File: config.mk
export PLATFORM = sky130hd
export DESIGN_NAME = useq_ctrl
export DESIGN_NICKNAME = d
export VERILOG_FILES = /design/src/rtl/useq_pkg.sv /design/src/rtl/useq_store.sv /design/src/rtl/useq_onehot.sv /design/src/rtl/useq_next.sv /design/src/rtl/useq_ctrl.sv
export SDC_FILE = /design/constraint.sdc
export NUM_CORES = 1
export LEC_CHECK = 0
export BUFFER_PORTS_ARGS = -buffer_cell sky130_fd_sc_hd__clkbuf_2
export CAP_MARGIN = 10
export CORE_ASPECT_RATIO = 0.8
export CORE_UTILIZATION = 44
export DETAILED_ROUTE_END_ITERATION = 16
export PLACE_DENSITY = 0.79
export SLEW_MARGIN = 30
export SYNTH_ARGS = -nofsm -noshare
export SYNTH_HDL_FRONTEND = slang
export SYNTH_SLANG_ARGS = --single-unit
File: constraint.sdc
create_clock -name clk -period 2.7 [get_ports clk]
set_input_delay 0.54 -clock clk [delete_from_list [all_inputs] [get_ports clk]]
set_output_delay 0.54 -clock clk [all_outputs]
set_load 0.005 [all_outputs]
File: src/rtl/useq_pkg.sv
package useq_pkg;

    localparam int UPC_W  = 8;
    localparam int CODE_W = 4;

    typedef enum logic [2:0] {
        SQ_INC   = 3'd0,
        SQ_MODE  = 3'd1,
        SQ_IND   = 3'd2,
        SQ_NZERO = 3'd3,
        SQ_GO    = 3'd4
    } seq_e;

    typedef struct packed {
        seq_e              seq;
        logic [UPC_W-1:0]  nxa;
        logic [CODE_W-1:0] rin;
        logic [CODE_W-1:0] rout;
        logic [CODE_W-1:0] oin;
        logic [CODE_W-1:0] alu;
        logic [1:0]        mem;
        logic              cin;
        logic              wmfc;
        logic              fin;
    } uword_t;

    typedef struct packed {
        logic [UPC_W-1:0] upc;
    } seq_state_t;

    // register bus codes
    localparam logic [CODE_W-1:0] RC_NONE = 4'd0;
    localparam logic [CODE_W-1:0] RC_SRC  = 4'd1;
    localparam logic [CODE_W-1:0] RC_DST  = 4'd2;
    localparam logic [CODE_W-1:0] RC_PC   = 4'd3;
    localparam logic [CODE_W-1:0] RC_Z    = 4'd4;
    localparam logic [CODE_W-1:0] RC_MDR  = 4'd5;
    localparam logic [CODE_W-1:0] RC_OFS  = 4'd6;
    // auxiliary latch codes
    localparam logic [CODE_W-1:0] OC_MAR  = 4'd1;
    localparam logic [CODE_W-1:0] OC_Y    = 4'd2;
    localparam logic [CODE_W-1:0] OC_IR   = 4'd4;
    // ALU codes
    localparam logic [CODE_W-1:0] AF_ADD  = 4'd1;
    localparam logic [CODE_W-1:0] AF_SUB  = 4'd2;
    // memory codes
    localparam logic [1:0] MC_NOP = 2'b00;
    localparam logic [1:0] MC_RD  = 2'b01;
    localparam logic [1:0] MC_WR  = 2'b10;

    function automatic uword_t ustore(input logic [UPC_W-1:0] a);
        uword_t w;
        w     = '0;
        w.seq = SQ_INC;
        w.mem = MC_NOP;
        case (a)
            // fetch
            8'd0: begin
                w.rout = RC_PC; w.oin = OC_MAR; w.mem = MC_RD;
                w.cin = 1'b1; w.alu = AF_ADD;
            end
            8'd1: begin w.rout = RC_Z; w.rin = RC_PC; w.wmfc = 1'b1; end
            8'd2: begin w.rout = RC_MDR; w.oin = OC_IR; end
            8'd3: begin w.seq = SQ_MODE; w.nxa = 8'o101; end
            // register mode, plain
            8'o101: begin w.rout = RC_SRC; w.oin = OC_Y; end
            8'o102: begin w.rout = RC_DST; w.alu = AF_ADD; end
            8'o103: begin w.rout = RC_Z; w.rin = RC_DST; w.fin = 1'b1; end
            // register mode, flagged: relative jump when negative
            8'o111: begin
                w.rout = RC_PC; w.oin = OC_Y; w.seq = SQ_NZERO; w.nxa = 8'd0;
            end
            8'o112: begin w.rout = RC_OFS; w.alu = AF_ADD; end
            8'o113: begin w.rout = RC_Z; w.rin = RC_PC; w.fin = 1'b1; end
            // post-increment source
            8'o121: begin
                w.rout = RC_SRC; w.oin = OC_MAR; w.mem = MC_RD;
                w.cin = 1'b1; w.alu = AF_ADD;
            end
            8'o122: begin w.rout = RC_Z; w.rin = RC_SRC; end
            8'o123: begin w.seq = SQ_IND; w.nxa = 8'o170; w.wmfc = 1'b1; end
            8'o170: begin
                w.rout = RC_MDR; w.oin = OC_MAR; w.mem = MC_RD; w.wmfc = 1'b1;
            end
            8'o171: begin w.rout = RC_MDR; w.oin = OC_Y; end
            8'o172: begin w.rout = RC_DST; w.alu = AF_ADD; end
            8'o173: begin w.rout = RC_Z; w.rin = RC_DST; w.fin = 1'b1; end
            // pre-decrement source
            8'o141: begin w.rout = RC_SRC; w.alu = AF_SUB; end
            8'o142: begin w.rout = RC_Z; w.rin = RC_SRC; w.fin = 1'b1; end
            // indexed
            8'o161: begin w.rout = RC_DST; w.oin = OC_MAR; w.fin = 1'b1; end
            default: w.fin = 1'b1;
        endcase
        return w;
    endfunction

endpackage

File: src/rtl/useq_store.sv
module useq_store
    import useq_pkg::*;
(
    input  logic [UPC_W-1:0] addr,
    output uword_t           word
);
    always_comb begin
        word = ustore(addr);
    end
endmodule

File: src/rtl/useq_onehot.sv
module useq_onehot #(
    parameter int CODE_W = 4,
    localparam int SEL_W = 1 << CODE_W
) (
    input  logic [CODE_W-1:0] code,
    output logic [SEL_W-1:0]  sel
);
    for (genvar g = 0; g < SEL_W; g++) begin : g_bit
        if (g == 0) begin : g_none
            assign sel[g] = 1'b0;
        end else begin : g_dec
            assign sel[g] = (code == CODE_W'(g));
        end
    end
endmodule

File: src/rtl/useq_next.sv
module useq_next
    import useq_pkg::*;
(
    input  logic [UPC_W-1:0] upc_q,
    input  uword_t           word,
    input  logic [1:0]       ir_mode,
    input  logic             ir_ind,
    input  logic             n_flag,
    input  logic             mfc,
    output logic [UPC_W-1:0] upc_nx
);
    logic             plain_reg;
    logic [UPC_W-1:0] mode_or;

    always_comb begin
        plain_reg = ~ir_mode[1] & ~ir_mode[0] & ir_ind;
        mode_or   = {2'b00, ir_mode, plain_reg, 3'b000};
        upc_nx    = upc_q + 1'b1;
        if (word.wmfc && !mfc) begin
            upc_nx = upc_q;
        end else if (word.fin) begin
            upc_nx = '0;
        end else begin
            case (word.seq)
                SQ_MODE:  upc_nx = word.nxa | mode_or;
                SQ_IND:   upc_nx = word.nxa | {{(UPC_W-1){1'b0}}, ~ir_ind};
                SQ_NZERO: if (!n_flag) upc_nx = word.nxa;
                SQ_GO:    upc_nx = word.nxa;
                default:  upc_nx = upc_q + 1'b1;
            endcase
        end
    end
endmodule

File: src/rtl/useq_ctrl.sv
module useq_ctrl
    import useq_pkg::*;
#(
    parameter int IR_W = 16,
    localparam int SEL_W = 1 << CODE_W
) (
    input  logic             clk,
    input  logic             rst,
    input  logic [IR_W-1:0]  ir_word,
    input  logic             n_flag,
    input  logic             mfc,
    output logic [UPC_W-1:0] upc,
    output logic [SEL_W-1:0] reg_in_sel,
    output logic [SEL_W-1:0] reg_out_sel,
    output logic [SEL_W-1:0] aux_in_sel,
    output logic [3:0]       alu_fn,
    output logic             mem_read,
    output logic             mem_write,
    output logic             carry_set,
    output logic             wait_mem,
    output logic             end_step
);
    seq_state_t       st_d, st_q;
    uword_t           word;
    logic [UPC_W-1:0] upc_nx;
    logic             unused_ir;

    assign unused_ir = ^{ir_word[IR_W-1:11], ir_word[7:0]};

    useq_store i_store (
        .addr (st_q.upc),
        .word (word)
    );

    useq_next i_next (
        .upc_q   (st_q.upc),
        .word    (word),
        .ir_mode (ir_word[10:9]),
        .ir_ind  (ir_word[8]),
        .n_flag  (n_flag),
        .mfc     (mfc),
        .upc_nx  (upc_nx)
    );

    useq_onehot #(.CODE_W(CODE_W)) i_dec_in  (.code(word.rin),  .sel(reg_in_sel));
    useq_onehot #(.CODE_W(CODE_W)) i_dec_out (.code(word.rout), .sel(reg_out_sel));
    useq_onehot #(.CODE_W(CODE_W)) i_dec_aux (.code(word.oin),  .sel(aux_in_sel));

    always_comb begin
        st_d = st_q;
        if (rst) st_d.upc = '0;
        else     st_d.upc = upc_nx;
    end

    always_ff @(posedge clk) begin
        st_q <= st_d;
    end

    assign upc       = st_q.upc;
    assign alu_fn    = word.alu;
    assign mem_read  = (word.mem == MC_RD);
    assign mem_write = (word.mem == MC_WR);
    assign carry_set = word.cin;
    assign wait_mem  = word.wmfc;
    assign end_step  = word.fin;
endmodule

==> parameters.txt <==
Parameter                              Value

Outcome
  Result of the run    finished clean

Synth
  Area share of the largest cell type after synthesis    19.1%
  Proportion of register bits with asynchronous set or reset after synthesis    0%
  Post-synthesis share of cell area spent on and, or, nand and nor gates    ~40%
  Fraction of the mapped netlist area in adder cells    4.42%
  Compound-Gate Fraction of Synth Area    approximately 17%
  Post-synth top area cell    buf_4
  Largest cells by area after synthesis    buf_4 19%, dfxtp_1 11%, nor2_1 5.3%, ha_1 4.4%, nand3_1 3.9%
  Proportion of synthesized area in mux cells    0%
  Number of flops mapped to enable cells by yosys    0
  Cells after Synth    192
  FF+latch count, synth    8
  Count of different cell masters after synthesis    56
  Share of synthesized area occupied by flip-flops and latches    between 10% and 20%
  XOR/XNOR share of the synthesized area    3.09%
  Prevailing post-synth register cell    dfxtp_1
  Mean area per synthesized cell    roughly 7.4 µm²
  Warning count from the yosys run    0
  Post-synthesis cell area    between 1000 and 1500 µm²
  Combinational family with the most area after synthesis    simple AND/OR/NAND/NOR gates

Flow run
  Number of violations of the max-capacitance limit    0

Worst setup path
  Data required time of the worst path    roughly 2.2 ns
  Signal arrival time at the worst endpoint    just over 2 ns
  Ordered cell list for the critical path    buf_4 > ha_1 > or4b_4 > nor3_4 > nor2_2 > nor4b_4 > clkbuf_2
  Class of the most critical setup path    flip-flop to output pin
  Worst Path Buf+Inv    2
  Dominant delay contributor by cell family on the critical path    simple AND/OR/NAND/NOR gates
  Nature of the critical path endpoint    output pin
  Startpoint Class    flip-flop
  Slowest cell on the critical path    or4b_4
  Delay of the slowest critical-path stage    approximately 0.5 ns
  Critical-path maximum fanout    5

Global route
  Grt total ovfl    0
  Antenna violations before repair    0
  Combined global-route utilization of all metal layers    between 20% and 30%
  First-pass GRT wire length    roughly 5600 µm
  Maximum number of pins on one net before global-route repair    14
  Vias in the first global route    around 1200

STA
  Sum of negative setup slack    0 ns
  Portion of the clock cycle consumed by the worst path in the final layout    between 90 and 100%
  Crit path time final    approximately 2.6 ns
  Final-report max-slew violation count    0
  Setup-failing EPs final    0
  Peak clock frequency supported by timing    ~380 MHz
  Count of endpoints failing hold in the final timing report    0
  Clock Skews    slightly above 0.002 ns

Worst hold path
  Type of the most critical hold path    flip-flop to flip-flop

Routing
  Total detailed-routing wirelength    3540 µm
  DR pass1 iterations    4
  Per-cell via count in the routed design    between 5 and 6
  Average routed wire per standard cell    approximately 13 µm
  DRC violation count after routing    0
  Via count    between 1000 and 1500
  Drt initial violations    81
  Number of nets with antenna violations after routing    0

Clock network
  Clock tree from TritonCTS    built
  Cts-stage hold buffer count    0
  CTS root buf    clkbuf_8
  Register clock-pin slew on the reported worst setup and hold paths    0.04 ns
  Clock insertion delay at the later pin of the skew report    about 0.23 ns
  # clock sinks    8
  H-tree level count    1
  CTS max path bufs    2
  Number of buffers inserted during clock tree synthesis    3

Layout
  Post-route standard cell area excluding fillers    about 1700 µm²
  Inserted Diodes    0
  Finished Layout Cells    276
  Fraction of final layout cells sized beyond drive strength 1    a little over a third
  Area growth from synthesis to final layout    17.7%
  Largest register FFs    8
  Final net count    around 260

Place
  Post-detailed-placement cell area    around 1600 µm²
  RePlAce Congestion    0.905
  DPL Wire Length    2750 µm
  DP Cell Count    271
  # port buffers    35

Power
  Leak Pwr    approximately 0.8 nW
  Power density normalized to cell area    287 nW/µm²
  Worst voltage drop across the vdd grid    0.000236 V

Floorplan
  Area inside the core boundary    3090 µm²
  Number of ports placed on the die boundary    85
  Starting utilization of the core area    45.9%
  Chip height    about 53 µm
  Die area    about 3400 µm²
  Width of the die    between 60 and 70 µm
  Cell Rows    18
==> where the power goes <==
part	leakage (nW)	switching, mW	internal [mW]
Sequential	0.0671	0.0103	0.123
Combinational	0.689	0.105	0.0920
Clock	0.0216	0.0504	0.0969
Total	0.778	0.166	0.312
==> worst register-to-register path: stages, from the launching register on <==
cell	delay, ns
dfxtp_1	0.38
buf_4	0.16
ha_1	0.24
or4b_4	0.51
nor3_4	0.20
nor2_2	0.09
nor4b_4	0.14
buf_4	0.16
nand4b_1	0.17
a21oi_1	0.15
==> cell usage in the layout (no fill, tap or decap), types with 2 or more instances in the layout <==
| cell | n |
|---|---|
| nand4b_1 | 5 |
| a31o_1 | 2 |
| nor3_4 | 2 |
| a21oi_2 | 2 |
| nor2_1 | 19 |
| nand3_1 | 11 |
| inv_1 | 2 |
| nand3b_1 | 3 |
| a21oi_1 | 6 |
| dfxtp_1 | 5 |
| or3b_1 | 2 |
| nor3_1 | 8 |
| nor2_2 | 3 |
| and3_1 | 3 |
| nor2b_1 | 2 |
| a31oi_1 | 3 |
| ha_2 | 2 |
| nand2b_1 | 3 |
| conb_1 | 37 |
| clkbuf_8 | 3 |
| xnor2_1 | 2 |
| nor3b_1 | 4 |
| o21ai_0 | 4 |
| nand4_1 | 4 |
| ha_1 | 2 |
| nand2_1 | 11 |
| dfxtp_4 | 2 |
| xor2_1 | 3 |
| clkbuf_2 | 35 |
| buf_4 | 16 |
==> layer usage <==
| layer | vias up | global-route usage [%] | part of all wire, % |
|---|---|---|---|
| li1 | 697 | - | - |
| met1 | 668 | 30.2 | 46 |
| met2 | 78 | 32.8 | 45 |
| met3 | 2 | 2.83 | 8.7 |
| met4 | 0 | 4.71 | 0.23 |
| met5 | - | 0 | 0 |
==> cells by family (layout without fill, tap and decap cells) <==
kind of cell | after synthesis | in the layout
other | 1 | 37
DFF | 8 | 8
buffers and inverters | 49 | 57
AOI/OAI and AO/OA | 32 | 32
and+or+nand+nor | 92 | 92
xor gates and xnor gates | 5 | 5
adders and majority gates | 5 | 5
==> layout make-up <==
| cell class | count | area (µm²) |
|---|---|---|
| clock buffers | 3 | 41.3 |
| fillers | 310 | 1420 |
| inverters | 3 | 11.3 |
| multi-input cells | 171 | 1100 |
| flip-flops and latches | 8 | 169 |
| well taps | 40 | 50.0 |
| repair buffers | 51 | 295 |
==> cells in the mapped netlist (2+ instances only) <==
cell type	count
nand4b_1	5
a21oi_1	7
o21ai_0	4
buf_2	6
and2_1	2
inv_1	3
nor3_4	2
nor2_1	20
nand3b_1	3
a31o_1	2
xnor2_1	2
nor2b_1	2
ha_1	5
or3b_1	2
nand2b_1	3
nand2_1	11
buf_4	36
nor3_1	8
nand3_1	11
nand4_1	4
nor2_2	2
buf_1	2
xor2_1	3
dfxtp_1	8
and3_1	3
a31oi_1	3
nor3b_1	4
==> stage by stage <==
step | power (mW) | util, % | hold WS [ns] | setup WS (ns)
2_1_floorplan | 0.290 | - | 0.515 | 0.373
3_3_place_gp | 0.312 | 50.5 | 0.565 | 0.167
3_5_place_dp | 0.315 | 50.5 | 0.579 | 0.130
4_1_cts | 0.466 | 52.0 | 0.523 | 0.0318
5_1_grt | 0.514 | 54.0 | 0.571 | -0.0255
6_report | 0.478 | 54.0 | 0.536 | 0.0851
==> what timing repair did <==
item | 4_1_cts | 5_1_grt
buffers inserted | 0 | 2
gates resized for setup | 3 | 14
setup endpoints to repair | 5 | 5
pin swaps | 0 | 2
==> final timing paths <==
| check | slack, ns | cells after the start | endpoint | start |
|---|---|---|---|---|
| setup reg to reg | 0.41 | 9 | upc[0]$_SDFFE_PP0N_ | upc[1]$_SDFFE_PP0N_ |
| hold reg to reg | 0.54 | 2 | upc[0]$_SDFFE_PP0N_ | upc[0]$_SDFFE_PP0N_ |
| setup / recovery | 0.09 | 7 | end_step | upc[1]$_SDFFE_PP0N_ |
| hold / removal | 0.54 | 2 | upc[0]$_SDFFE_PP0N_ | upc[0]$_SDFFE_PP0N_ |
Note: power is estimated with default switching activity, not from simulation.
